$ cat src/rtl/ser3w_pkg.sv
package ser3w_pkg;
  localparam int NUM_DEST = 4;
  localparam int ADDR_W   = 2;

  function automatic int max_of4(input int a, input int b, input int c, input int d);
    int m;
    m = a;
    if (b > m) m = b;
    if (c > m) m = c;
    if (d > m) m = d;
    return m;
  endfunction
endpackage

$ cat src/rtl/s3w_edge.sv
module s3w_edge (
  input  logic clk,
  input  logic rst,
  input  logic sig,
  output logic rise
);
  logic prev_q;

  // Reset the history high so that a line idling high never fakes an edge.
  always_ff @(posedge clk) begin
    if (rst) prev_q <= 1'b1;
    else     prev_q <= sig;
  end

  assign rise = sig & ~prev_q;
endmodule

$ cat src/rtl/s3w_shifter.sv
module s3w_shifter #(
  parameter int DEPTH = 12
) (
  input  logic             clk,
  input  logic             rst,
  input  logic             shift,
  input  logic             din,
  output logic [DEPTH-1:0] sr
);
  always_ff @(posedge clk) begin
    if (rst)        sr <= '0;
    else if (shift) sr <= {sr[DEPTH-2:0], din};
  end
endmodule

$ cat src/rtl/s3w_dest_latch.sv
module s3w_dest_latch
  import ser3w_pkg::*;
#(
  parameter int W   = 8,
  parameter int IDX = 0
) (
  input  logic              clk,
  input  logic              rst,
  input  logic              load,
  input  logic [ADDR_W-1:0] sel,
  input  logic [W-1:0]      src,
  output logic [W-1:0]      q,
  output logic              vld
);
  localparam logic [ADDR_W-1:0] MY_ADDR = ADDR_W'(IDX);

  logic hit;
  assign hit = load && (sel == MY_ADDR);

  always_ff @(posedge clk) begin
    if (rst) begin
      q   <= '0;
      vld <= 1'b0;
    end else begin
      vld <= hit;
      if (hit) q <= src;
    end
  end
endmodule

$ cat src/rtl/ser3w_loader.sv
module ser3w_loader
  import ser3w_pkg::*;
#(
  parameter int W0 = 4,
  parameter int W1 = 6,
  parameter int W2 = 8,
  parameter int W3 = 10
) (
  input  logic                clk,
  input  logic                rst,
  input  logic                sw_en,
  input  logic                sw_sclk,
  input  logic                sw_dat,
  output logic [W0-1:0]       dest0_q,
  output logic [W1-1:0]       dest1_q,
  output logic [W2-1:0]       dest2_q,
  output logic [W3-1:0]       dest3_q,
  output logic [NUM_DEST-1:0] upd_valid
);
  localparam int K    = max_of4(W0, W1, W2, W3);
  localparam int SR_W = K + ADDR_W;
  localparam int DW [NUM_DEST] = '{W0, W1, W2, W3};

  logic            sclk_rise;
  logic            en_rise;
  logic            shift_en;
  logic [SR_W-1:0] sr_q;

  s3w_edge u_sclk_edge (.clk(clk), .rst(rst), .sig(sw_sclk), .rise(sclk_rise));
  s3w_edge u_en_edge   (.clk(clk), .rst(rst), .sig(sw_en),   .rise(en_rise));

  // Shifting is gated by the enable level: high enable freezes the register.
  assign shift_en = sclk_rise & ~sw_en;

  s3w_shifter #(.DEPTH(SR_W)) u_shift (
    .clk(clk), .rst(rst), .shift(shift_en), .din(sw_dat), .sr(sr_q)
  );

  for (genvar g = 0; g < NUM_DEST; g++) begin : gen_dest
    localparam int WG = DW[g];
    logic [WG-1:0] q_g;
    logic          v_g;

    s3w_dest_latch #(.W(WG), .IDX(g)) u_lat (
      .clk(clk), .rst(rst), .load(en_rise),
      .sel(sr_q[ADDR_W-1:0]),
      .src(sr_q[WG+ADDR_W-1:ADDR_W]),
      .q(q_g), .vld(v_g)
    );

    assign upd_valid[g] = v_g;

    if (g == 0) begin : g_out0
      assign dest0_q = q_g;
    end else if (g == 1) begin : g_out1
      assign dest1_q = q_g;
    end else if (g == 2) begin : g_out2
      assign dest2_q = q_g;
    end else begin : g_out3
      assign dest3_q = q_g;
    end
  end
endmodule

$ cat config.mk
export PLATFORM = sky130hd
export DESIGN_NAME = ser3w_loader
export DESIGN_NICKNAME = d
export VERILOG_FILES = /design/src/rtl/ser3w_pkg.sv /design/src/rtl/s3w_edge.sv /design/src/rtl/s3w_shifter.sv /design/src/rtl/s3w_dest_latch.sv /design/src/rtl/ser3w_loader.sv
export SDC_FILE = /design/constraint.sdc
export NUM_CORES = 1
export LEC_CHECK = 0
export BUFFER_PORTS_ARGS = -buffer_cell sky130_fd_sc_hd__buf_2
export CAP_MARGIN = 40
export CORE_UTILIZATION = 47
export DETAILED_ROUTE_END_ITERATION = 10
export PLACE_DENSITY = 0.83
export SKIP_CTS_REPAIR_TIMING = 1
export SLEW_MARGIN = 40
export SYNTH_ARGS = -nofsm -noshare
export SYNTH_HDL_FRONTEND = slang
export SYNTH_SLANG_ARGS = --single-unit
export TNS_END_PERCENT = 1
$ cat constraint.sdc
create_clock -name clk -period 1.25 [get_ports clk]
set_clock_uncertainty 0.1 [all_clocks]
set_input_delay 0.125 -clock clk [delete_from_list [all_inputs] [get_ports clk]]
set_output_delay 0.125 -clock clk [all_outputs]
set_load 0.005 [all_outputs]
== Word-level counts from Yosys, hierarchy flattened ==
Index checks and enable logic that the tools add are counted.

* Bits in registers: 46

* Equality and inequality tests: 3
* Reduce and logical (&&, ||, !) cells: 5
* Bitwise operators: 6

{| class="wikitable"
|+ Operators with widths
! cell !! count
|-
| 2-bit equality test, second input constant || 2
|-
| 1-bit logical AND || 4
|-
| 1-bit AND || 3
|-
| 1-bit inverter || 3
|-
| 2-bit by 1-bit equality test with 1-bit output, second input constant || 1
|-
| 2-bit zero test || 1
|}

== Depth between registers and ports, before layout ==
* Word-level depth: 3
* Mapped depth: 4
* Mapped depth without buffers: 2

== Cells and area by module ==
From an unflattened synthesis, not the netlist that was laid out.

* Cell total of the unflattened synthesis: 180
* Area, all modules: 1923.1 um^2

{| class="wikitable"
|+ Modules (own cells, without submodules)
! module !! cells each !! seq. area each (um^2) !! area an instance (um^2) !! instances
|-
| s3w_dest_latch at gen_dest[3].u_lat || 46 || 220.2 || 481.7 || 1
|-
| s3w_shifter || 38 || 240.2 || 420.4 || 1
|-
| s3w_dest_latch at gen_dest[2].u_lat || 37 || 180.2 || 391.6 || 1
|-
| s3w_dest_latch at gen_dest[1].u_lat || 29 || 140.1 || 305.3 || 1
|-
| s3w_dest_latch at gen_dest[0].u_lat || 19 || 100.1 || 215.2 || 1
|-
| s3w_edge || 3 || 20.0 || 32.5 || 2
|-
| ser3w_loader || 5 || 0.0 || 43.8 || 1
|}

== Least setup slack after synthesis ==
OpenSTA, ideal clock, no wires.

* Kind: flip-flop to flip-flop
* Start point: register u_shift.sr[0]
* End point: register gen_dest[0].u_lat.q[0]
* Arrival time: 1076 ps
* Path slack: -50 ps
* Stages on the path, launching flop included: 4
* Data required time: 1026 ps
* Clock period less this slack: 1300 ps
* Path through: dfxtp_1 or4b_1 buf_2 mux2i_1

* Longest elaborated chain between the ends: 2

{| class="wikitable"
|+ Ends and longest elaborated chain
! what !! RTL line !! source
|-
| from (decl) || s3w_shifter.sv:8 || <nowiki>output logic [DEPTH-1:0] sr</nowiki>
|-
| from (signal assigned) || s3w_shifter.sv:12 || <nowiki>else if (shift) sr <= {sr[DEPTH-2:0], din};</nowiki>
|-
| 2-bit zero test || s3w_dest_latch.sv:18 || <nowiki>assign hit = load && (sel == MY_ADDR);</nowiki>
|-
| 1-bit logical AND || s3w_dest_latch.sv:18 ||
|-
| to (signal assigned) || s3w_dest_latch.sv:26 || <nowiki>if (hit) q <= src;</nowiki>
|-
| to (decl) || s3w_dest_latch.sv:12 || <nowiki>output logic [W-1:0] q,</nowiki>
|}

No other way between the ends.
A chain may end at the register's enable or synchronous reset.

== Worst setup path after layout ==
* Start point: register u_shift.sr[0]
* End point: register gen_dest[0].u_lat.q[1]

The elaborated chain is that of the path after synthesis.

==> run summary <==
register area share after synthesis - 0.531
first-pass GRT wire length - 5.43 mm
non-filler cells, final - 241
worst-case reg-to-reg path depth - 2
worst-case clock buffer depth - 2
ANT nets after route - 0
DRC viols - 0
fin. max-slew vios - 0
Avg Vias per Cell - 4.90
final setup fails - 13
I/O pin count - 37
Switching Fraction - 0.205
vias in the first global route - 1,190
YS warnings - 0
DP Worst Slack - -142 ps
Synth area leaders - dfxtp_1, mux2i_1, nand2b_1, buf_4, clkbuf_1
final hold vios - 0
Tmin final - 1310 ps
Seq pwr share - 0.595
global placement routability congestion - 0.774
Sink Count - 46
placed cell count - 231
P_leak - 0.976 nW
Min-Delay Path Depth - 2
GRT Resource Usage Total - 0.183
# diodes - 0
CTS tree - yes
final WL - 3.22 mm
combinational power share - 0.035
crit path setup slack, layout - -58.8 ps
Mapped Cells - 152
initial antenna violation count - 0
post-synth top area share - 0.531
hpwl dp - 2.25 mm
FF/Latch Area - 922 um^2
Core Rows - 21
RSZ-0062 raised after global routing - true
FF+latch count, synth - 46
power per cell area - 1160 nW/um^2
outcome - complete, but fails checks
total nets after synthesis - 157
share of layout cells above drive strength 1 - 0.313
crit path launch type - flip-flop
Max-cap violations - 0
crit-path cells - or4b_4, mux2i_2
Rel. slew slack - 0.808
drt pass-1 iters - 4
Pint - 0.00197 W
critical-path cell with the highest stage delay - or4b_4
CTS root buffer - clkbuf_8
crit path DAT - 1390 ps
DRT iter0 DRCs - 42
clock slew seen by the registers of the worst setup and hold paths - 80 ps
Hold Path Class - in -> reg
CTS H-tree depth - 2
Die H - 62.7 um
Worst Path Required - 1330 ps
Psw - 0.000506 W
filler instances - 291
nets - 199
Port Buffer Count - 36
Mapped Area - 1730 um^2
Mean Syn Cell Area - 11.4 um^2
maximum VDD drop - 589 uV
failing checks - setup timing
starting density of the core - 0.503
area of the multi-input gates - 751 um^2
WL/cell - 13.4 um
Clk Latency, worst-skew pair - 300 ps
Layout area overhead - 22.6%
pin count of the biggest net entering global routing - 22
Num CTS Buffers - 5
total core area - 3440 um^2
Die Footprint - 3930 um^2
vias after detailed routing - 1,180
grt ovf - 0
Synth area leader - dfxtp_1
Crit Path Category - reg -> reg
Yosys cell types - 13
Tcrit/Tclk final - 1.05
clock network power share - 0.370
crit end category - flip-flop
worst slew pin tran - 288 ps
Crit Path Max Fanout - 5
Die X - 62.7 um
Slowest Stage Delay on Critical Path - 590 ps
Max Fclk - 0.764 GHz
## power by group through the flow
stage	logic (W)	clock network [W]	registers (W)
2_1_floorplan	0.0000564	0	0.00151
3_3_place_gp	0.0000759	0	0.00151
3_5_place_dp	0.0000795	0	0.00151
4_1_cts	0.0000799	0.000944	0.00147
5_1_grt	0.0000911	0.000998	0.00147
6_report	0.0000855	0.000915	0.00147
## worst paths after layout
path	endpoint	slack, ps	start
setup / recovery	gen_dest[0].u_lat.q[1]$_SDFFE_PP0P_	-60	u_shift.sr[0]$_SDFFE_PP0P_
hold / removal	u_en_edge.prev_q$_SDFF_PP1_	7	sw_en
setup reg to reg	gen_dest[0].u_lat.q[1]$_SDFFE_PP0P_	-60	u_shift.sr[0]$_SDFFE_PP0P_
hold reg to reg	gen_dest[3].u_lat.q[1]$_SDFFE_PP0P_	370	gen_dest[3].u_lat.q[1]$_SDFFE_PP0P_
## metal layers
layer | routed length (um) | vias up | GRT usage
met5 | 0 | - | 0
met4 | 113 | 0 | 0.137
met3 | 134 | 10 | 0.0456
met2 | 1450 | 33 | 0.285
met1 | 1520 | 555 | 0.217
li1 | - | 582 | -
## flip-flops by register name, summed over array words and instances, names as in the netlist
| name | count |
|---|---|
| gen_dest.u_lat.vld | 4 |
| gen_dest.u_lat.q | 28 |
| u_en_edge.prev_q | 1 |
| u_shift.sr | 12 |
| u_sclk_edge.prev_q | 1 |
## layout by cell type (no fill, tap or decap)
master         netlist  final
dfxtp_1             46     45
nor2_1               3      3
dfxtp_2              0      1
buf_12               0      1
buf_2                3     36
nand4bb_1            2      2
buf_4                5      8
dlygate4sd3_1        0      2
nor3b_2              0      1
and4b_2              0      1
or4b_4               0      1
or2_2                2      2
nand2b_1            41     41
mux2i_2              0      1
clkbuf_1             6      1
clkinv_2             0      1
clkbuf_8             0      6
buf_6                0      2
nor2b_1              1      1
mux2i_1             40     39
## cell usage after synthesis
master,number
nand2b_1,41
dfxtp_1,46
nor2b_1,1
and4b_1,1
nor2_1,3
mux2i_1,40
nand4bb_1,2
or2_2,2
nor3b_1,1
clkbuf_1,6
buf_2,3
buf_4,5
or4b_1,1
## stage by stage
| step | power [W] | instance area, um^2 | hold slack (ps) | setup TNS (ps) | utilization |
|---|---|---|---|---|---|
| global route | 0.00256 | 2120 | 13.2 | -882 | 0.617 |
| global placement | 0.00158 | 2000 | 220 | -317 | 0.580 |
| CTS | 0.00250 | 2090 | -79.3 | -746 | 0.606 |
| floorplan | 0.00156 | 1740 | 129 | -247 | - |
| finish | 0.00247 | 2120 | 7.23 | -258 | 0.617 |
| detailed placement | 0.00159 | 2000 | 236 | -554 | 0.580 |
## worst max-delay path, delay by kind of cell (launching register included)
family,cells,cell delay (ps)
muxes,1,180
DFF,1,320
and+or+nand+nor,1,590
## layout make-up
class | instances | area share
well taps | 46 | 0.0271
repair buffers | 49 | 0.143
flip-flops and latches | 46 | 0.434
clock inverters | 1 | 0.00236
multi-input cells | 92 | 0.353
clock buffers | 7 | 0.0406
## cell families (layout without fill, tap and decap cells)
kind of cell           Yosys count  count (layout)  synth area share
muxes                           40              40             0.231
buffers and inverters           14              57            0.0433
DFF                             46              46             0.531
and+or+nand+nor                 52              52             0.194
No activity file was read; power rests on OpenSTA's default activity.
